`src/rtl/potwiper_pkg.sv`:
```
package potwiper_pkg;
  localparam int BYTE_W = 8;

  typedef enum logic [1:0] {
    ADDR_POS  = 2'b00,
    ADDR_RSV0 = 2'b01,
    ADDR_CTL  = 2'b10,
    ADDR_RSV1 = 2'b11
  } reg_addr_e;

  // control byte bit positions
  localparam int CTL_SEL_BIT  = 7;
  localparam int CTL_RUN_BIT  = 6;
  localparam int CTL_BUSY_BIT = 5;
endpackage

```
`src/rtl/potwiper_nvstore.sv`:
```
module potwiper_nvstore #(
  parameter int W = 7,
  parameter int STORE_CYCLES = 2000000,
  parameter logic [W-1:0] INIT_CODE = '0
) (
  input  logic         clk,
  input  logic         rst_n,
  input  logic         load_en,
  input  logic [W-1:0] load_val,
  input  logic         frame_end,
  output logic         busy,
  output logic [W-1:0] stored
);
  localparam int CW = $clog2(STORE_CYCLES + 1);

  logic [CW-1:0] cnt_q, cnt_d;
  logic          pend_q, pend_d;
  logic [W-1:0]  pval_q, pval_d;
  logic [W-1:0]  nv_q, nv_d;
  logic          start;

  assign busy   = (cnt_q != '0);
  assign stored = nv_q;
  assign start  = frame_end && !busy && (pend_q || load_en);

  always_comb begin
    cnt_d  = cnt_q;
    pend_d = pend_q;
    pval_d = pval_q;
    nv_d   = nv_q;
    if (load_en) begin
      pval_d = load_val;
      pend_d = 1'b1;
    end
    if (busy) begin
      cnt_d = cnt_q - CW'(1);
      if (cnt_q == CW'(1)) nv_d = pval_q;
    end else if (start) begin
      cnt_d  = CW'(STORE_CYCLES);
      pend_d = 1'b0;
    end
  end

  always_ff @(posedge clk or negedge rst_n) begin
    if (!rst_n) begin
      cnt_q  <= '0;
      pend_q <= 1'b0;
      pval_q <= '0;
      nv_q   <= INIT_CODE;
    end else begin
      cnt_q  <= cnt_d;
      pend_q <= pend_d;
      pval_q <= pval_d;
      nv_q   <= nv_d;
    end
  end
endmodule

```
`src/rtl/potwiper_regs.sv`:
```
module potwiper_regs
  import potwiper_pkg::*;
#(
  parameter int W = 7
) (
  input  logic              clk,
  input  logic              rst_n,
  input  logic              supply_good,
  input  logic              req_valid,
  input  logic              req_write,
  input  logic [1:0]        req_addr,
  input  logic [BYTE_W-1:0] req_wdata,
  input  logic              busy,
  input  logic [W-1:0]      stored,
  output logic [W-1:0]      wiper,
  output logic              ctl_sel,
  output logic              ctl_run,
  output logic [BYTE_W-1:0] rd_data,
  output logic              ivr_load,
  output logic              req_ok
);
  localparam logic [W-1:0] MID = W'(1) << (W - 1);
  localparam int PAD = BYTE_W - W;

  logic              sg_q;
  logic [W-1:0]      wr_q, wr_d;
  logic              sel_q, sel_d, run_q, run_d;
  logic [BYTE_W-1:0] rd_q, rd_d;
  logic              wr_acc, rd_acc;
  reg_addr_e         addr;

  assign addr     = reg_addr_e'(req_addr);
  assign req_ok   = supply_good && sg_q;
  assign wr_acc   = req_ok && req_valid && req_write && !busy;
  assign rd_acc   = req_ok && req_valid && !req_write;
  assign ivr_load = wr_acc && (addr == ADDR_POS) && !sel_q;

  always_comb begin
    wr_d  = wr_q;
    sel_d = sel_q;
    run_d = run_q;
    rd_d  = rd_q;
    if (!supply_good)                       wr_d = MID;
    else if (!sg_q)                         wr_d = stored;
    else if (wr_acc && addr == ADDR_POS)    wr_d = req_wdata[W-1:0];
    if (wr_acc && addr == ADDR_CTL) begin
      sel_d = req_wdata[CTL_SEL_BIT];
      run_d = req_wdata[CTL_RUN_BIT];
    end
    if (rd_acc) begin
      rd_d = '0;
      unique case (addr)
        ADDR_POS: rd_d = {{PAD{1'b0}}, (sel_q ? wr_q : stored)};
        ADDR_CTL: begin
          rd_d[CTL_SEL_BIT]  = sel_q;
          rd_d[CTL_RUN_BIT]  = run_q;
          rd_d[CTL_BUSY_BIT] = busy;
        end
        default: rd_d = '0;
      endcase
    end
  end

  always_ff @(posedge clk or negedge rst_n) begin
    if (!rst_n) begin
      sg_q  <= 1'b0;
      wr_q  <= MID;
      sel_q <= 1'b0;
      run_q <= 1'b1;
      rd_q  <= '0;
    end else begin
      sg_q  <= supply_good;
      wr_q  <= wr_d;
      sel_q <= sel_d;
      run_q <= run_d;
      rd_q  <= rd_d;
    end
  end

  assign wiper   = wr_q;
  assign ctl_sel = sel_q;
  assign ctl_run = run_q;
  assign rd_data = rd_q;
endmodule

```
`src/rtl/potwiper_regfile.sv`:
```
module potwiper_regfile #(
  parameter int W = 7,
  parameter int STORE_CYCLES = 2000000,
  parameter logic [W-1:0] IVR_INIT = 7'h40
) (
  input  logic         clk,
  input  logic         rst_n,
  input  logic         supply_good,
  input  logic         run_pin,
  input  logic         req_valid,
  input  logic         req_write,
  input  logic [1:0]   req_addr,
  input  logic [7:0]   req_wdata,
  input  logic         frame_done,
  output logic [7:0]   rd_data,
  output logic [W-1:0] wiper_code,
  output logic         busy,
  output logic         shutdown
);
  logic [W-1:0] nv_val;
  logic         ivr_load;
  logic         ctl_sel;
  logic         ctl_run;
  logic         req_ok;

  potwiper_nvstore #(
    .W(W), .STORE_CYCLES(STORE_CYCLES), .INIT_CODE(IVR_INIT)
  ) u_store (
    .clk(clk), .rst_n(rst_n), .load_en(ivr_load),
    .load_val(req_wdata[W-1:0]), .frame_end(frame_done),
    .busy(busy), .stored(nv_val)
  );

  potwiper_regs #(.W(W)) u_regs (
    .clk(clk), .rst_n(rst_n), .supply_good(supply_good),
    .req_valid(req_valid), .req_write(req_write), .req_addr(req_addr),
    .req_wdata(req_wdata), .busy(busy), .stored(nv_val),
    .wiper(wiper_code), .ctl_sel(ctl_sel), .ctl_run(ctl_run),
    .rd_data(rd_data), .ivr_load(ivr_load), .req_ok(req_ok)
  );

  assign shutdown = !run_pin || !ctl_run;
endmodule

```
`config.mk`:
```
export PLATFORM = sky130hd
export DESIGN_NAME = potwiper_regfile
export DESIGN_NICKNAME = d
export VERILOG_FILES = /design/src/rtl/potwiper_pkg.sv /design/src/rtl/potwiper_nvstore.sv /design/src/rtl/potwiper_regs.sv /design/src/rtl/potwiper_regfile.sv
export SDC_FILE = /design/constraint.sdc
export NUM_CORES = 1
export LEC_CHECK = 0
export BUFFER_PORTS_ARGS = -buffer_cell sky130_fd_sc_hd__clkbuf_2
export CAP_MARGIN = 25
export CORE_UTILIZATION = 57
export DETAILED_ROUTE_END_ITERATION = 6
export GPL_TIMING_DRIVEN = 0
export PLACE_DENSITY = 0.86
export SLEW_MARGIN = 20
export SYNTH_ARGS = -nofsm -noshare
export SYNTH_HDL_FRONTEND = slang
export SYNTH_SLANG_ARGS = --single-unit
```
`constraint.sdc`:
```
create_clock -name clk -period 3.24 [get_ports clk]
set_input_delay 0.324 -clock clk [delete_from_list [all_inputs] [get_ports clk]]
set_output_delay 0.324 -clock clk [all_outputs]
set_load 0.01 [all_outputs]
```
==> results_dict.tcl <==
set metrics [dict create \
    area.growth.synth_to_final_pct 13.3 \
    antenna_found_initial 0 \
    final_cell_count_no_fill 330 \
    clock-skew-final_ns 0.0115 \
    cp-start-kind "register" \
    tritoncts_clock_tree "yes" \
    post_route_cells_drive_above_1_share 0.248 \
    grt_setup_unrepaired "no" \
    drt-total-wl_um 5930 \
    numClockSinks 54 \
    maxSlewViolCount 0 \
    worstPathCellList "inv_1 -> ha_1 -> nor3b_1 -> nand3_1 -> nor4_4 -> mux2_2" \
    synth_seq_area_share 0.515 \
    synth-async-reset-ratio 1.00 \
    vias_per_cell 6.55 \
    nNetsFinal 296 \
    cts-hold-fix-buffers 0 \
    ctsRootBufferMaster "clkbuf_8" \
    cts.reportedPaths.clkPinSlew_ns 0.10 \
    fp.dieH_um 69.9 \
    critical_path_required_ns 3.44 \
    detail_route.iter0.violations 142 \
    initial_core_util 0.600 \
    yosysTopAreaCell "dfrtp_1" \
    yosysTopAreaCellShare 0.485 \
    grt_pass1_wl_um 9700 \
    synth_seq_cells 54 \
    post_cts.resized_instances 0 \
    cts_buffers 5 \
    clock_tree.buffer_depth 2 \
    slew_headroom 0.342 \
    place.port_buffers 32 \
    design.portCount 34 \
    critical_path.max_fanout 8 \
    core_area_mm2 0.00438 \
    gp_congestion 0.829 \
    die_area_mm2 0.00489 \
    timing.critical_path.to_type "register" \
    p_leak_uw 0.00123 \
    rows 24 \
    synth.lib_cells_used.distinct 44 \
    synth.area.top_cells "dfrtp_1 49%, mux2_2 7.7%, o31ai_1 3.1%" \
    h-tree-depth 2 \
    syn-instance-count 238 \
    path_delay_family "simple AND/OR/NAND/NOR gates" \
    postSynthAreaPerCell_um2 11.0 \
    dpl.hpwl_um 4150 \
    outcome "completed" \
    route.detailed.drc 0 \
    worst_case_vdd_ir_drop_uv 427 \
    dpl.cell_count 322 \
    diodes 0 \
    route.antenna.remaining_nets 0 \
    synth_ff_type "dfrtp_1" \
    critical_path_class "register to register" \
    firstDrtPassIters 5 \
    count_of_endpoints_failing_hold_in_the_final_timing_report 0 \
    number_of_enable_flip_flop_cells_after_synthesis 0 \
    synthesis.yosys.warnings 0 \
    synthesis.nets 257 \
    final-setup-viol-count 0 \
    globalRouteOverflowTotal 0 \
    max_cap_viol_count 0 \
    finalPower_uw 1790 \
    syn_area_mm2 0.00263 \
    worstSkewPairLatency_ns 0.31 \
    crit_slowest_cell "nor4_4" \
    routed_wire_length_per_instance_um 18.0 \
    route.vias.total 2162 \
    critical_path_arrival_ns 2.88 \
    maxClockFrequency_ghz 0.373 \
    grt_max_degree 55 \
    post-route-period-util 0.827 \
    crit_buf_inv 1 \
    cts_setup_buffers 0 \
    cellPowerDensity_mw_per_mm2 601 \
    gr-usage-all-layers 0.252 \
    layout_min_cycle_time_ns 2.68 \
    die_width_um 69.9 \
    critical-path-max-stage-delay_ns 0.66 \
    finalSetupTns_ns 0 \
    worstMarginPinSlew_ns 0.979 \
    grt_pass1_vias 1997 \
    worst_hold_path_type "input pin to asynchronous set/reset pin" \
]
power by group:
| part | leakage, uW | internal (uW) | switching (uW) |
|---|---|---|---|
| Clock | 0.0000618 | 254 | 222 |
| Combinational | 0.000467 | 167 | 206 |
| Sequential | 0.000699 | 792 | 150 |
| Total | 0.00123 | 1210 | 577 |
cells by family (layout without fill, tap and decap cells):
| kind of cell | count (synthesis) | count (layout) | synth area share |
|---|---|---|---|
| adders and majority gates | 2 | 2 | 0.00952 |
| buffers and inverters | 17 | 57 | 0.0247 |
| xor gates and xnor gates | 9 | 9 | 0.0300 |
| AOI/OAI and AO/OA | 57 | 57 | 0.144 |
| and+or+nand+nor | 75 | 75 | 0.176 |
| DFF | 54 | 54 | 0.515 |
| muxes | 24 | 24 | 0.100 |
final cells by class:
class                      instances  area [um^2]
multi-input combinational        167         1210
tap                               52         65.1
buffer                            14         53.8
fill                             327         1410
clock inverter                     2         38.8
timing repair buffer              32          163
inverter                           3         11.3
sequential                        54         1360
clock buffer                       6         82.6
per-layer routing:
layer	GRT usage	wire [um]
met3	0.0404	404
met4	0.0689	86
met2	0.401	2800
met1	0.362	2640
met5	0	0
path summary, 6_finish.rpt:
kind | from | endpoint | slack [ns] | cells after the start
max | u_store.cnt_q[1] | u_store.pval_q[3] | 0.56 | 6
min | rst_n | u_store.cnt_q[9] | 0.09 | 1
max reg2reg | u_store.cnt_q[1] | u_store.pval_q[3] | 0.56 | 6
min reg2reg | u_regs.rd_data[7] | u_regs.rd_data[7] | 0.49 | 2
max in group asynchronous | rst_n | u_store.cnt_q[5] | 2.68 | 1
min in group clk | supply_good | u_regs.sg_q | 0.13 | 1
cell usage in the layout, fill, tap and decap left out, types with 4 or more instances in the layout:
| cell | synthesis | layout |
|---|---|---|
| xnor2_1 | 6 | 6 |
| or3_1 | 6 | 6 |
| clkbuf_8 | 0 | 6 |
| nand2_1 | 12 | 12 |
| mux2_2 | 18 | 18 |
| a21oi_1 | 4 | 4 |
| dfrtp_1 | 51 | 51 |
| o31ai_1 | 11 | 11 |
| o21ai_0 | 15 | 15 |
| a211oi_1 | 5 | 5 |
| mux2i_1 | 6 | 6 |
| or4_1 | 9 | 9 |
| nor3_1 | 7 | 7 |
| clkbuf_2 | 0 | 31 |
| a31oi_1 | 10 | 10 |
| clkbuf_1 | 12 | 12 |
| nand4_1 | 7 | 7 |
| nor2_1 | 12 | 12 |
cells in the mapped netlist (2+ instances only):
library cell and instances:
nand4_1 7, nor4_1 3, or3_1 6, nand4b_1 2, o21ai_0 15, xnor2_1 6
a311oi_1 2, o41ai_1 2, mux2_2 18, ha_1 2, a21oi_1 4, inv_1 3
clkbuf_1 12, o31ai_1 11, nor3_1 7, nand2_1 12, or4_1 9, dfstp_2 3
or4b_2 2, nor3b_1 3, nand3_1 3, xor2_1 3, a31oi_1 10, mux2i_1 6
a22o_1 2, a211oi_1 5, dfrtp_1 51, nor2_1 12, nand2b_1 2
flip-flops by register name, indices dropped and copies added, names as in the netlist:
register        cells
u_regs.sg_q         1
u_regs.ctl_run      1
u_regs.rd_data      8
u_store.pend_q      1
u_store.stored      7
u_regs.ctl_sel      1
u_store.cnt_q      21
u_store.pval_q      7
u_regs.wiper        7
through the flow:
stage	cell area, um^2	worst slack, ns	util	hold slack (ns)
global placement	2850	0.632	0.651	0.447
finish	2980	0.562	0.679	0.0895
CTS	2980	0.578	0.679	0.110
global route	2980	0.422	0.679	0.123
detailed placement	2860	0.592	0.652	0.443
floorplan	2630	0.997	-	0.0284
No activity file was read; power rests on OpenSTA's default activity.
